--- src/rtl/gct_pkg.sv ---
package gct_pkg;
  localparam int REG_AW = 4;
  localparam int DW     = 32;
  localparam int CW     = 64;

  typedef enum logic [REG_AW-1:0] {
    A_CNT_LO  = 4'd0,
    A_CNT_HI  = 4'd1,
    A_CMP_LO  = 4'd2,
    A_CMP_HI  = 4'd3,
    A_STEP    = 4'd4,
    A_CTRL    = 4'd5,
    A_CFG_WST = 4'd6,
    A_CNT_WST = 4'd7,
    A_IRQ_EN  = 4'd8,
    A_IRQ_ST  = 4'd9
  } reg_addr_e;

  typedef struct packed {
    logic            vld;
    logic [REG_AW-1:0] idx;
    logic [DW-1:0]   data;
  } wr_slot_t;

  typedef struct packed {
    logic auto_inc;
    logic cmp_en;
    logic run;
  } ctrl_t;

  function automatic logic is_delayed(input logic [REG_AW-1:0] a);
    return a <= A_CTRL;
  endfunction

  function automatic logic [CW-1:0] cmp_advance(input logic [CW-1:0] cmp,
                                                input logic [DW-1:0] step);
    return cmp + {{(CW-DW){1'b0}}, step};
  endfunction

  function automatic logic [CW-1:0] put_word(input logic [CW-1:0] cur,
                                             input logic hi,
                                             input logic [DW-1:0] d);
    logic [CW-1:0] r;
    r = cur;
    if (hi) r[CW-1:DW] = d;
    else    r[DW-1:0]  = d;
    return r;
  endfunction
endpackage

--- src/rtl/gct_wr_pipe.sv ---
module gct_wr_pipe
  import gct_pkg::*;
#(
  parameter int LAT = 4
) (
  input  logic     clk,
  input  logic     rst_n,
  input  wr_slot_t in_slot,
  output wr_slot_t out_slot
);
  localparam int LAST = LAT - 1;

  wr_slot_t stg [LAT];

  generate
    for (genvar i = 0; i < LAT; i++) begin : g_stage
      always_ff @(posedge clk or negedge rst_n) begin
        if (!rst_n) stg[i] <= '0;
        else if (i == 0) stg[i] <= in_slot;
        else stg[i] <= stg[(i == 0) ? 0 : i-1];
      end
    end
  endgenerate

  assign out_slot = stg[LAST];
endmodule

--- src/rtl/gct_counter.sv ---
module gct_counter
  import gct_pkg::*;
(
  input  logic          clk,
  input  logic          rst_n,
  input  logic          run,
  input  logic          ld_lo,
  input  logic          ld_hi,
  input  logic [DW-1:0] ld_data,
  output logic [CW-1:0] cnt_q
);
  always_ff @(posedge clk or negedge rst_n) begin
    if (!rst_n)              cnt_q <= '0;
    else if (ld_lo || ld_hi) cnt_q <= put_word(cnt_q, ld_hi, ld_data);
    else if (run)            cnt_q <= cnt_q + 1'b1;
  end
endmodule

--- src/rtl/gct_comparator.sv ---
module gct_comparator
  import gct_pkg::*;
(
  input  logic          clk,
  input  logic          rst_n,
  input  logic [CW-1:0] cnt,
  input  logic          armed,
  input  logic          auto_inc,
  input  logic          ld_lo,
  input  logic          ld_hi,
  input  logic          ld_step,
  input  logic [DW-1:0] ld_data,
  output logic [CW-1:0] cmp_q,
  output logic [DW-1:0] step_q,
  output logic          match_ev
);
  assign match_ev = armed && (cnt == cmp_q);

  always_ff @(posedge clk or negedge rst_n) begin
    if (!rst_n)                     cmp_q <= '0;
    else if (ld_lo || ld_hi)        cmp_q <= put_word(cmp_q, ld_hi, ld_data);
    else if (match_ev && auto_inc)  cmp_q <= cmp_advance(cmp_q, step_q);
  end

  always_ff @(posedge clk or negedge rst_n) begin
    if (!rst_n)       step_q <= '0;
    else if (ld_step) step_q <= ld_data;
  end
endmodule

--- src/rtl/gct_timer.sv ---
module gct_timer
  import gct_pkg::*;
#(
  parameter int LAT = 4
) (
  input  logic              clk,
  input  logic              rst_n,
  input  logic [REG_AW-1:0] bus_addr,
  input  logic              bus_we,
  input  logic [DW-1:0]     bus_wdata,
  output logic [DW-1:0]     bus_rdata,
  output logic              irq
);
  wr_slot_t      in_slot, ap_slot;
  ctrl_t         ctrl_q;
  logic [CW-1:0] cnt_q, cmp_q;
  logic [DW-1:0] step_q;
  logic          match_ev, pending_q, irq_en_q;
  logic [3:0]    cfg_wst_q;   // {ctrl, step, cmp_hi, cmp_lo}
  logic [1:0]    cnt_wst_q;   // {cnt_hi, cnt_lo}

  // applied-write strobes, brought out for the checker
  logic ap_cnt_lo, ap_cnt_hi, ap_cmp_lo, ap_cmp_hi, ap_step, ap_ctrl;
  logic wr_cfg_wst, wr_cnt_wst, wr_irq_en, clr_pend;

  assign in_slot.vld  = bus_we && is_delayed(bus_addr);
  assign in_slot.idx  = bus_addr;
  assign in_slot.data = bus_wdata;

  gct_wr_pipe #(.LAT(LAT)) u_pipe (
    .clk(clk), .rst_n(rst_n), .in_slot(in_slot), .out_slot(ap_slot)
  );

  assign ap_cnt_lo = ap_slot.vld && (ap_slot.idx == A_CNT_LO);
  assign ap_cnt_hi = ap_slot.vld && (ap_slot.idx == A_CNT_HI);
  assign ap_cmp_lo = ap_slot.vld && (ap_slot.idx == A_CMP_LO);
  assign ap_cmp_hi = ap_slot.vld && (ap_slot.idx == A_CMP_HI);
  assign ap_step   = ap_slot.vld && (ap_slot.idx == A_STEP);
  assign ap_ctrl   = ap_slot.vld && (ap_slot.idx == A_CTRL);

  assign wr_cfg_wst = bus_we && (bus_addr == A_CFG_WST);
  assign wr_cnt_wst = bus_we && (bus_addr == A_CNT_WST);
  assign wr_irq_en  = bus_we && (bus_addr == A_IRQ_EN);
  assign clr_pend   = bus_we && (bus_addr == A_IRQ_ST) && bus_wdata[0];

  gct_counter u_cnt (
    .clk(clk), .rst_n(rst_n), .run(ctrl_q.run),
    .ld_lo(ap_cnt_lo), .ld_hi(ap_cnt_hi), .ld_data(ap_slot.data),
    .cnt_q(cnt_q)
  );

  gct_comparator u_cmp (
    .clk(clk), .rst_n(rst_n), .cnt(cnt_q),
    .armed(ctrl_q.cmp_en && ctrl_q.run), .auto_inc(ctrl_q.auto_inc),
    .ld_lo(ap_cmp_lo), .ld_hi(ap_cmp_hi), .ld_step(ap_step),
    .ld_data(ap_slot.data), .cmp_q(cmp_q), .step_q(step_q),
    .match_ev(match_ev)
  );

  always_ff @(posedge clk or negedge rst_n) begin
    if (!rst_n)       ctrl_q <= '0;
    else if (ap_ctrl) ctrl_q <= ap_slot.data[2:0];
  end

  // sticky write-done bits: set wins over a same-edge clear
  logic [3:0] cfg_clr, cfg_set;
  logic [1:0] cnt_clr, cnt_set;
  assign cfg_clr = wr_cfg_wst ? {bus_wdata[16], bus_wdata[2:0]} : 4'b0;
  assign cfg_set = {ap_ctrl, ap_step, ap_cmp_hi, ap_cmp_lo};
  assign cnt_clr = wr_cnt_wst ? bus_wdata[1:0] : 2'b0;
  assign cnt_set = {ap_cnt_hi, ap_cnt_lo};

  always_ff @(posedge clk or negedge rst_n) begin
    if (!rst_n) begin
      cfg_wst_q <= '0;
      cnt_wst_q <= '0;
    end else begin
      cfg_wst_q <= (cfg_wst_q & ~cfg_clr) | cfg_set;
      cnt_wst_q <= (cnt_wst_q & ~cnt_clr) | cnt_set;
    end
  end

  always_ff @(posedge clk or negedge rst_n) begin
    if (!rst_n)         irq_en_q <= 1'b0;
    else if (wr_irq_en) irq_en_q <= bus_wdata[0];
  end

  always_ff @(posedge clk or negedge rst_n) begin
    if (!rst_n)        pending_q <= 1'b0;
    else if (match_ev) pending_q <= 1'b1;
    else if (clr_pend) pending_q <= 1'b0;
  end

  assign irq = pending_q && irq_en_q;

  always_comb begin
    bus_rdata = '0;
    case (bus_addr)
      A_CNT_LO:  bus_rdata = cnt_q[DW-1:0];
      A_CNT_HI:  bus_rdata = cnt_q[CW-1:DW];
      A_CMP_LO:  bus_rdata = cmp_q[DW-1:0];
      A_CMP_HI:  bus_rdata = cmp_q[CW-1:DW];
      A_STEP:    bus_rdata = step_q;
      A_CTRL:    bus_rdata = {29'd0, ctrl_q};
      A_CFG_WST: bus_rdata = {15'd0, cfg_wst_q[3], 13'd0, cfg_wst_q[2:0]};
      A_CNT_WST: bus_rdata = {30'd0, cnt_wst_q};
      A_IRQ_EN:  bus_rdata = {31'd0, irq_en_q};
      A_IRQ_ST:  bus_rdata = {31'd0, pending_q};
      default:   bus_rdata = '0;
    endcase
  end
endmodule

--- config.mk ---
export PLATFORM = sky130hd
export DESIGN_NAME = gct_timer
export DESIGN_NICKNAME = d
export VERILOG_FILES = /design/src/rtl/gct_pkg.sv /design/src/rtl/gct_wr_pipe.sv /design/src/rtl/gct_counter.sv /design/src/rtl/gct_comparator.sv /design/src/rtl/gct_timer.sv
export SDC_FILE = /design/constraint.sdc
export NUM_CORES = 1
export LEC_CHECK = 0
export ABC_AREA = 0
export CAP_MARGIN = 10
export CELL_PAD_IN_SITES_DETAIL_PLACEMENT = 1
export CELL_PAD_IN_SITES_GLOBAL_PLACEMENT = 2
export CORE_ASPECT_RATIO = 0.7
export CORE_UTILIZATION = 35
export DETAILED_ROUTE_END_ITERATION = 7
export PLACE_DENSITY = 0.78
export SLEW_MARGIN = 20
export SYNTH_ARGS = -nofsm -noshare
export SYNTH_HDL_FRONTEND = slang
export SYNTH_SLANG_ARGS = --single-unit
--- constraint.sdc ---
create_clock -name clk -period 3.13 [get_ports clk]
set_input_delay 0.626 -clock clk [delete_from_list [all_inputs] [get_ports clk]]
set_output_delay 0.626 -clock clk [all_outputs]
set_load 0.1 [all_outputs]
==> results of run 1 <==
==> cells in the mapped netlist, types with 4 or more instances <==
| cell | count |
|---|---|
| a22oi_1 | 48 |
| nor3b_1 | 5 |
| a31oi_1 | 30 |
| ha_1 | 33 |
| nand4_1 | 45 |
| nor2_1 | 148 |
| nor4_1 | 28 |
| mux2_2 | 47 |
| and4_1 | 8 |
| o221ai_1 | 4 |
| o22a_1 | 5 |
| nand2_1 | 185 |
| inv_1 | 34 |
| a311oi_1 | 6 |
| a32oi_1 | 4 |
| nand3_1 | 77 |
| and3_1 | 23 |
| buf_2 | 14 |
| or2_2 | 5 |
| or3_1 | 5 |
| o211ai_1 | 14 |
| o21a_1 | 5 |
| buf_1 | 8 |
| xnor2_1 | 31 |
| o32ai_1 | 6 |
| a41oi_1 | 4 |
| a211oi_1 | 11 |
| mux2i_1 | 25 |
| nor2b_1 | 11 |
| nor3_1 | 44 |
| a21o_1 | 17 |
| o21bai_1 | 6 |
| o21ai_0 | 105 |
| nand2b_1 | 37 |
| and2_1 | 17 |
| a21oi_1 | 190 |
| o31ai_1 | 7 |
| clkbuf_1 | 97 |
| dfrtp_1 | 319 |
| xor2_1 | 41 |
| buf_6 | 4 |
| o2111ai_1 | 4 |
| o22ai_1 | 30 |
==> cell type report <==
type	instances	area, um^2
multi-input cells	1378	8800
flip-flops and latches	319	7980
repair buffers	301	2940
inverters	34	128
fillers	5411	26100
clock inverters	18	272
clock buffers	43	986
well taps	655	820
==> registers in the layout, summed over array words and instances (netlist names) <==
name and flops:
cfg_wst_q 4, cnt_wst_q 2, ctrl_q 3, irq_en_q 1, pending_q 1, u_cmp.cmp_q 64
u_cmp.step_q 32, u_cnt.cnt_q 64, u_pipe.out_slot 37, u_pipe.stg 111
==> what timing repair did <==
item,in CTS,in global routing
hold buffers,0,0
pin swaps,2,8
endpoints found under the hold margin,0,0
endpoints found under the setup margin,25,42
resized for setup,12,23
setup buffers,1,3
==> worst paths after layout <==
| kind | slack (ns) | startpoint | end | depth (start not counted) |
|---|---|---|---|---|
| hold / removal | 0.04 | rst_n | u_cmp.step_q[22]$_DFFE_PN0P_ | 1 |
| hold reg to reg | 0.34 | u_pipe.stg[76]$_DFF_PN0_ | u_pipe.stg[39]$_DFF_PN0_ | 0 |
| min in group clk | 0.34 | u_pipe.stg[76]$_DFF_PN0_ | u_pipe.stg[39]$_DFF_PN0_ | 0 |
| setup reg to reg | 0.07 | u_cmp.cmp_q[0]$_DFFE_PN0P_ | u_cmp.cmp_q[28]$_DFFE_PN0P_ | 11 |
| setup / recovery | 0.07 | u_cmp.cmp_q[0]$_DFFE_PN0P_ | u_cmp.cmp_q[28]$_DFFE_PN0P_ | 11 |
| max in group asynchronous | 2.10 | rst_n | u_pipe.stg[41]$_DFF_PN0_ | 3 |
==> critical path, stage by stage, from the launching register on <==
cell and delay [ns]:
dfrtp_1 0.38, ha_1 0.23, fa_2 0.35, a21o_1 0.21
a221o_1 0.39, and4_1 0.23, o21a_1 0.22, o21a_1 0.22
buf_4 0.14, nor3_2 0.18, xor2_1 0.22, o221ai_1 0.16
==> logic make-up after synthesis <==
family          count (synthesis)
flops                         319
xor+xnor                       73
buf+inv                       160
fa+ha+maj                      34
mux                            73
simple gates                  663
compound gates                535
==> power by group <==
part	internal (mW)	switching [mW]	total (mW)	leakage [nW]
clock network	2.68	1.85	4.54	0.612
logic	1.52	2.33	3.85	4.87
registers	4.55	0.608	5.16	3.95
total	8.76	4.79	13.5	9.43
==> metrics by stage <==
step,hold WS [ns],util [%],setup TNS [ns],power [mW]
6_report,0.0387,45.7,0,13.5
5_1_grt,0.0663,45.7,-0.00719,14.1
4_1_cts,0.0496,45.4,0,13.6
3_5_place_dp,0.336,42.7,-1.59,8.95
3_3_place_gp,0.332,42.7,-0.647,8.86
2_1_floorplan,0.330,-,-0.671,7.03
==> per-layer routing <==
layer	GRT usage [%]	part of all wire [%]	wire, um
met1	46.4	46	35700
met2	46.2	43	33400
met3	5.03	7.8	6030
met4	7.87	2.8	2150
met5	0	0.017	13
==> results.py, run 1 <==
metrics = {
    "layout": {
        "finalNetCount": 2142,
        "final_area_um2": 21900,
        "area_delta_synth_final_pct": 28.1,
        "mostFrequentLayoutCell": "dfrtp_1",
        "fin_cells": 2748,
        "final_cell_mix": "dfrtp_1, buf_4, a21oi_1",
        "num_antenna_cells": 0,
        "drive_gt1_share_pct": 21.9,
    },
    "floorplanning": {
        "core-area_um2": 48000,
        "start_util_pct": 35.6,
        "dieWidth_um": 266,
        "die-area_um2": 49800,
        "num_io_pins": 72,
        "die_h_um": 187,
        "row_count": 67,
    },
    "cts": {
        "insertion_delay_ns": 0.55,
        "cts_made_buffers": 35,
        "htree_levels": 2,
        "cts_tree": "yes",
        "cts_sinks": 319,
        "clk_pin_slew_ns": 0.06,
        "clockRootBuffer": "clkbuf_16",
        "cts_buffer_depth": 3,
    },
    "placed_design": {
        "preCtsSetupSlack_ns": -0.124,
        "io_buffers": 71,
        "place_area_um2": 20500,
        "gp_congestion": 0.973,
        "dp_cells": 2683,
        "hpwl_mm": 60.0,
    },
    "logic_synthesis": {
        "yosys.area_share.simple_pct": 19.1,
        "netlist_area_um2": 17100,
        "synth_area_leaders": "dfrtp_1, a21oi_1, nand2_1",
        "synth_mux_area_share_pct": 4.68,
        "yosys.area_share.xor_xnor_pct": 3.78,
        "synth_top_family_by_area": "compound AO/OA/AOI/OAI gates",
        "synth_cells": 1857,
        "yosys.area.top_type": "dfrtp_1",
        "synth-edff-count": 0,
        "syn-mean-instance-area_um2": 9.22,
        "synth_fa_ha_area_share_pct": 2.53,
        "synth-main-ff-cell": "dfrtp_1",
        "synth_compound_area_share_pct": 19.4,
        "synth_top_area_share_pct": 46.6,
        "syn_nets": 1930,
        "async_flop_share_pct": 100,
        "yosysWarnings": 0,
        "synth_cell_types": 86,
        "yosysSeqAreaShare_pct": 46.6,
        "ys_ff_latch": 319,
    },
    "timing": {
        "relSlewSlack_pct": 31.1,
        "min_period_over_period_pct": 97.8,
        "hold_viol": 0,
        "skew_ns": 0.0200,
        "worstMarginPinSlew_ns": 1.03,
        "fmax_ghz": 0.327,
        "setup_viol": 0,
        "slew_violations": 0,
        "min_period_ns": 3.06,
        "worst_slack_ns": 0.0690,
    },
    "setup_path": {
        "path_max_fanout": 3,
        "end_kind": "flop",
        "worstSetupStartpointType": "flop",
        "worstPathRequired_ns": 3.53,
        "cp.arrival_ns": 3.47,
        "crit_type": "flop to flop",
    },
    "route": {
        "first_pass_iters": 5,
        "vias": 16500,
        "vias_per_cell": 6.00,
        "wl_mm": 77.3,
        "routedWlPerCell_um": 28.1,
        "drc": 0,
        "drtIter0Drc": 1641,
        "ant_nets": 0,
    },
    "power_and_ir_drop": {
        "power_density_nw_per_um2": 618,
        "leakage_nw": 9.43,
        "vdd_drop_max_v": 0.000429,
    },
    "job": {
        "maxCapViolCount": 0,
    },
    "global_routing": {
        "grt_pass1_vias": 16400,
        "grt_max_degree": 84,
        "grt_usage_pct": 31.0,
        "gr-total-overflow": 0,
        "antenna_found_initial": 2,
        "grt_pass1_wl_mm": 113,
    },
    "worst_hold_path": {
        "hp-class": "input pin to asynchronous set/reset pin",
    },
    "outcome": {
        "status": "finished clean",
    },
}
Power figures use the tool's default switching activity.
==> run 2, diff against run 1 <==
--- a/config.mk
+++ b/config.mk
@@ -10,9 +10,10 @@
 export CELL_PAD_IN_SITES_DETAIL_PLACEMENT = 1
 export CELL_PAD_IN_SITES_GLOBAL_PLACEMENT = 2
 export CORE_ASPECT_RATIO = 0.7
-export CORE_UTILIZATION = 35
+export CORE_UTILIZATION = 36
+export CTS_BUF_LIST = sky130_fd_sc_hd__clkbuf_4
 export DETAILED_ROUTE_END_ITERATION = 7
-export PLACE_DENSITY = 0.78
+export PLACE_DENSITY = 0.8
 export SLEW_MARGIN = 20
 export SYNTH_ARGS = -nofsm -noshare
 export SYNTH_HDL_FRONTEND = slang
==> run 2 against run 1 <==
Final cell count is 2.5% higher. Count of clock-buffer cells in the layout is 75 higher. Routed wire length is 2.0% higher. Cell area is 0.53% higher. Highest routed layer is now met4.
==> results.py, run 2 (synthesis gave the netlist of run 1 again) <==
metrics = {
    "outcome": {
        "status": "finished clean",
    },
    "layout": {
        "top_regs": "u_pipe.stg x111, u_cmp.cmp_q x64, u_cnt.cnt_q x64",
        "area_delta_synth_final_pct": 28.7,
        "regMostFlops": "u_pipe.stg",
        "final_cell_mix": "dfrtp_1, buf_4, nand2_1, a21oi_1, nor2_1",
        "drive_gt1_share_pct": 25.9,
        "fin_cells": 2816,
        "finalNetCount": 2215,
        "largest_reg_flops": 111,
        "mostFrequentLayoutCell": "dfrtp_1",
        "fill_cells": 5391,
        "final_core_util_pct": 47.2,
    },
    "timing": {
        "relSlewSlack_pct": 50.5,
        "slew_violations": 0,
        "min_period_ns": 3.10,
        "skew_ns": 0.0418,
        "worstMarginPinSlew_ns": 0.737,
        "grt_setup_unrepaired": "true",
        "hold_viol": 0,
        "fmax_ghz": 0.323,
        "min_period_over_period_pct": 98.9,
        "setup_viol": 0,
    },
    "global_routing": {
        "grt_usage_pct": 32.6,
        "grt_pass1_vias": 17300,
        "grt_max_degree": 84,
        "antenna_found_initial": 2,
        "gr-total-overflow": 0,
        "grt_pass1_wl_mm": 116,
    },
    "floorplanning": {
        "dieWidth_um": 263,
        "row_count": 66,
        "die_h_um": 184,
        "core-area_um2": 46700,
        "num_io_pins": 72,
        "start_util_pct": 36.7,
        "die-area_um2": 48500,
    },
    "placed_design": {
        "dp_cells": 2660,
        "io_buffers": 71,
        "hpwl_mm": 59.8,
        "gp_congestion": 1.01,
    },
    "route": {
        "drtIter0Drc": 1667,
        "vias": 16900,
        "first_pass_iters": 6,
        "wl_mm": 78.8,
        "ant_nets": 0,
        "drc": 0,
        "routedWlPerCell_um": 28.0,
        "vias_per_cell": 6.02,
    },
    "cts": {
        "cts_sinks": 319,
        "insertion_delay_ns": 0.83,
        "cts_tree": "yes",
        "htree_levels": 3,
        "cts_buffer_depth": 3,
        "clk_pin_slew_ns": 0.07,
        "clockRootBuffer": "clkbuf_4",
        "cts_made_buffers": 82,
    },
    "worst_hold_path": {
        "hp-class": "input pin to flop",
    },
    "power_and_ir_drop": {
        "power_density_nw_per_um2": 584,
        "vdd_drop_max_v": 0.000328,
        "leakage_nw": 9.64,
    },
    "setup_path": {
        "cp.arrival_ns": 3.79,
        "worstSetupStartpointType": "flop",
        "worstPathRequired_ns": 3.82,
        "crit_type": "flop to flop",
        "path_max_fanout": 18,
        "end_kind": "flop",
    },
    "job": {
        "maxCapViolCount": 0,
    },
}
-- run 2: changes by cell type in the layout (fill, tap and decap cells not counted), sizes merged --
| cell | before | now |
|---|---|---|
| clkbuf | 43 | 118 |
| bufinv | 5 | 1 |
| clkinv | 9 | 17 |
| clkinvlp | 3 | 1 |
| inv | 35 | 38 |
| dlygate4sd3 | 0 | 1 |
| dlygate4sd2 | 3 | 0 |
| clkdlybuf4s50 | 33 | 35 |
| dlymetal6s2s | 0 | 1 |
| and2 | 21 | 22 |
| diode | 0 | 5 |
| buf | 265 | 289 |
-- run 2: stage by stage --
| step | cell area [um^2] | setup TNS (ns) | setup slack [ns] | hold slack [ns] | power, mW |
|---|---|---|---|---|---|
| floorplan | 17300 | -0.671 | -0.171 | 0.330 | 7.03 |
| global placement | 20600 | -0.879 | -0.120 | 0.331 | 8.93 |
| detailed placement | 20600 | -0.874 | -0.131 | 0.336 | 9.01 |
| CTS | 21700 | 0 | 0.00137 | 0.132 | 12.8 |
| global route | 22000 | -0.0256 | -0.0120 | 0.160 | 13.5 |
| finish | 22000 | 0 | 0.0347 | 0.233 | 12.9 |
-- run 2: routing by layer --
| metal | wire (um) | global-route usage [%] | part of all wire [%] |
|---|---|---|---|
| met5 | 0 | 0 | 0 |
| met4 | 2900 | 12.4 | 3.7 |
| met3 | 6200 | 6.80 | 7.9 |
| met2 | 34000 | 49.3 | 43 |
| met1 | 35800 | 45.7 | 45 |
-- run 2: area by class of cell --
class | instances | area [um^2] | share of cell area, %
flip-flops and latches | 319 | 7990 | 36.2
inverters | 34 | 128 | 0.579
repair buffers | 326 | 3160 | 14.3
clock inverters | 23 | 146 | 0.664
clock buffers | 118 | 886 | 4.02
diodes | 5 | 12.5 | 0.0568
well taps | 612 | 766 | 3.47
multi-input cells | 1379 | 8960 | 40.6
-- run 2: power breakdown --
part,switching [mW],internal [mW]
combinational,2.39,1.62
sequential,0.588,4.55
clock,1.88,1.83
total,4.86,8.01
-- run 2: critical path, stage by stage, from the launching register on --
cell and delay [ns]:
dfrtp_1 0.38, buf_4 0.17, xnor2_2 0.17, nand2_1 0.16
or4_4 0.60, nor4_4 0.36, nand4_4 0.15, buf_12 0.19
o21ai_4 0.12, buf_4 0.19, buf_12 0.15, mux2_2 0.33
-- run 2: final timing paths --
check	from	slack (ns)	cells past startpoint	endpoint
setup / recovery	u_cmp.cmp_q[2]$_DFFE_PN0P_	0.03	11	u_cmp.cmp_q[2]$_DFFE_PN0P_
hold / removal	bus_addr[1]	0.23	2	u_pipe.stg[144]$_DFF_PN0_
setup reg to reg	u_cmp.cmp_q[2]$_DFFE_PN0P_	0.03	11	u_cmp.cmp_q[2]$_DFFE_PN0P_
hold reg to reg	u_pipe.stg[45]$_DFF_PN0_	0.32	0	u_pipe.out_slot[8]$_DFF_PN0_
max in group asynchronous	rst_n	1.90	3	u_cnt.cnt_q[0]$_DFFE_PN0P_
min in group asynchronous	rst_n	0.39	2	u_cmp.cmp_q[23]$_DFFE_PN0P_
-- run 2: what timing repair did --
| action | 4_1_cts | 5_1_grt |
|---|---|---|
| endpoints found under the hold margin | 49 | 0 |
| endpoints found under the setup margin | 42 | 67 |
| hold buffers | 1 | 0 |
| buffers inserted | 2 | 6 |
| pin swaps | 4 | 15 |
| resized for setup | 13 | 53 |
| cloned | 0 | 2 |
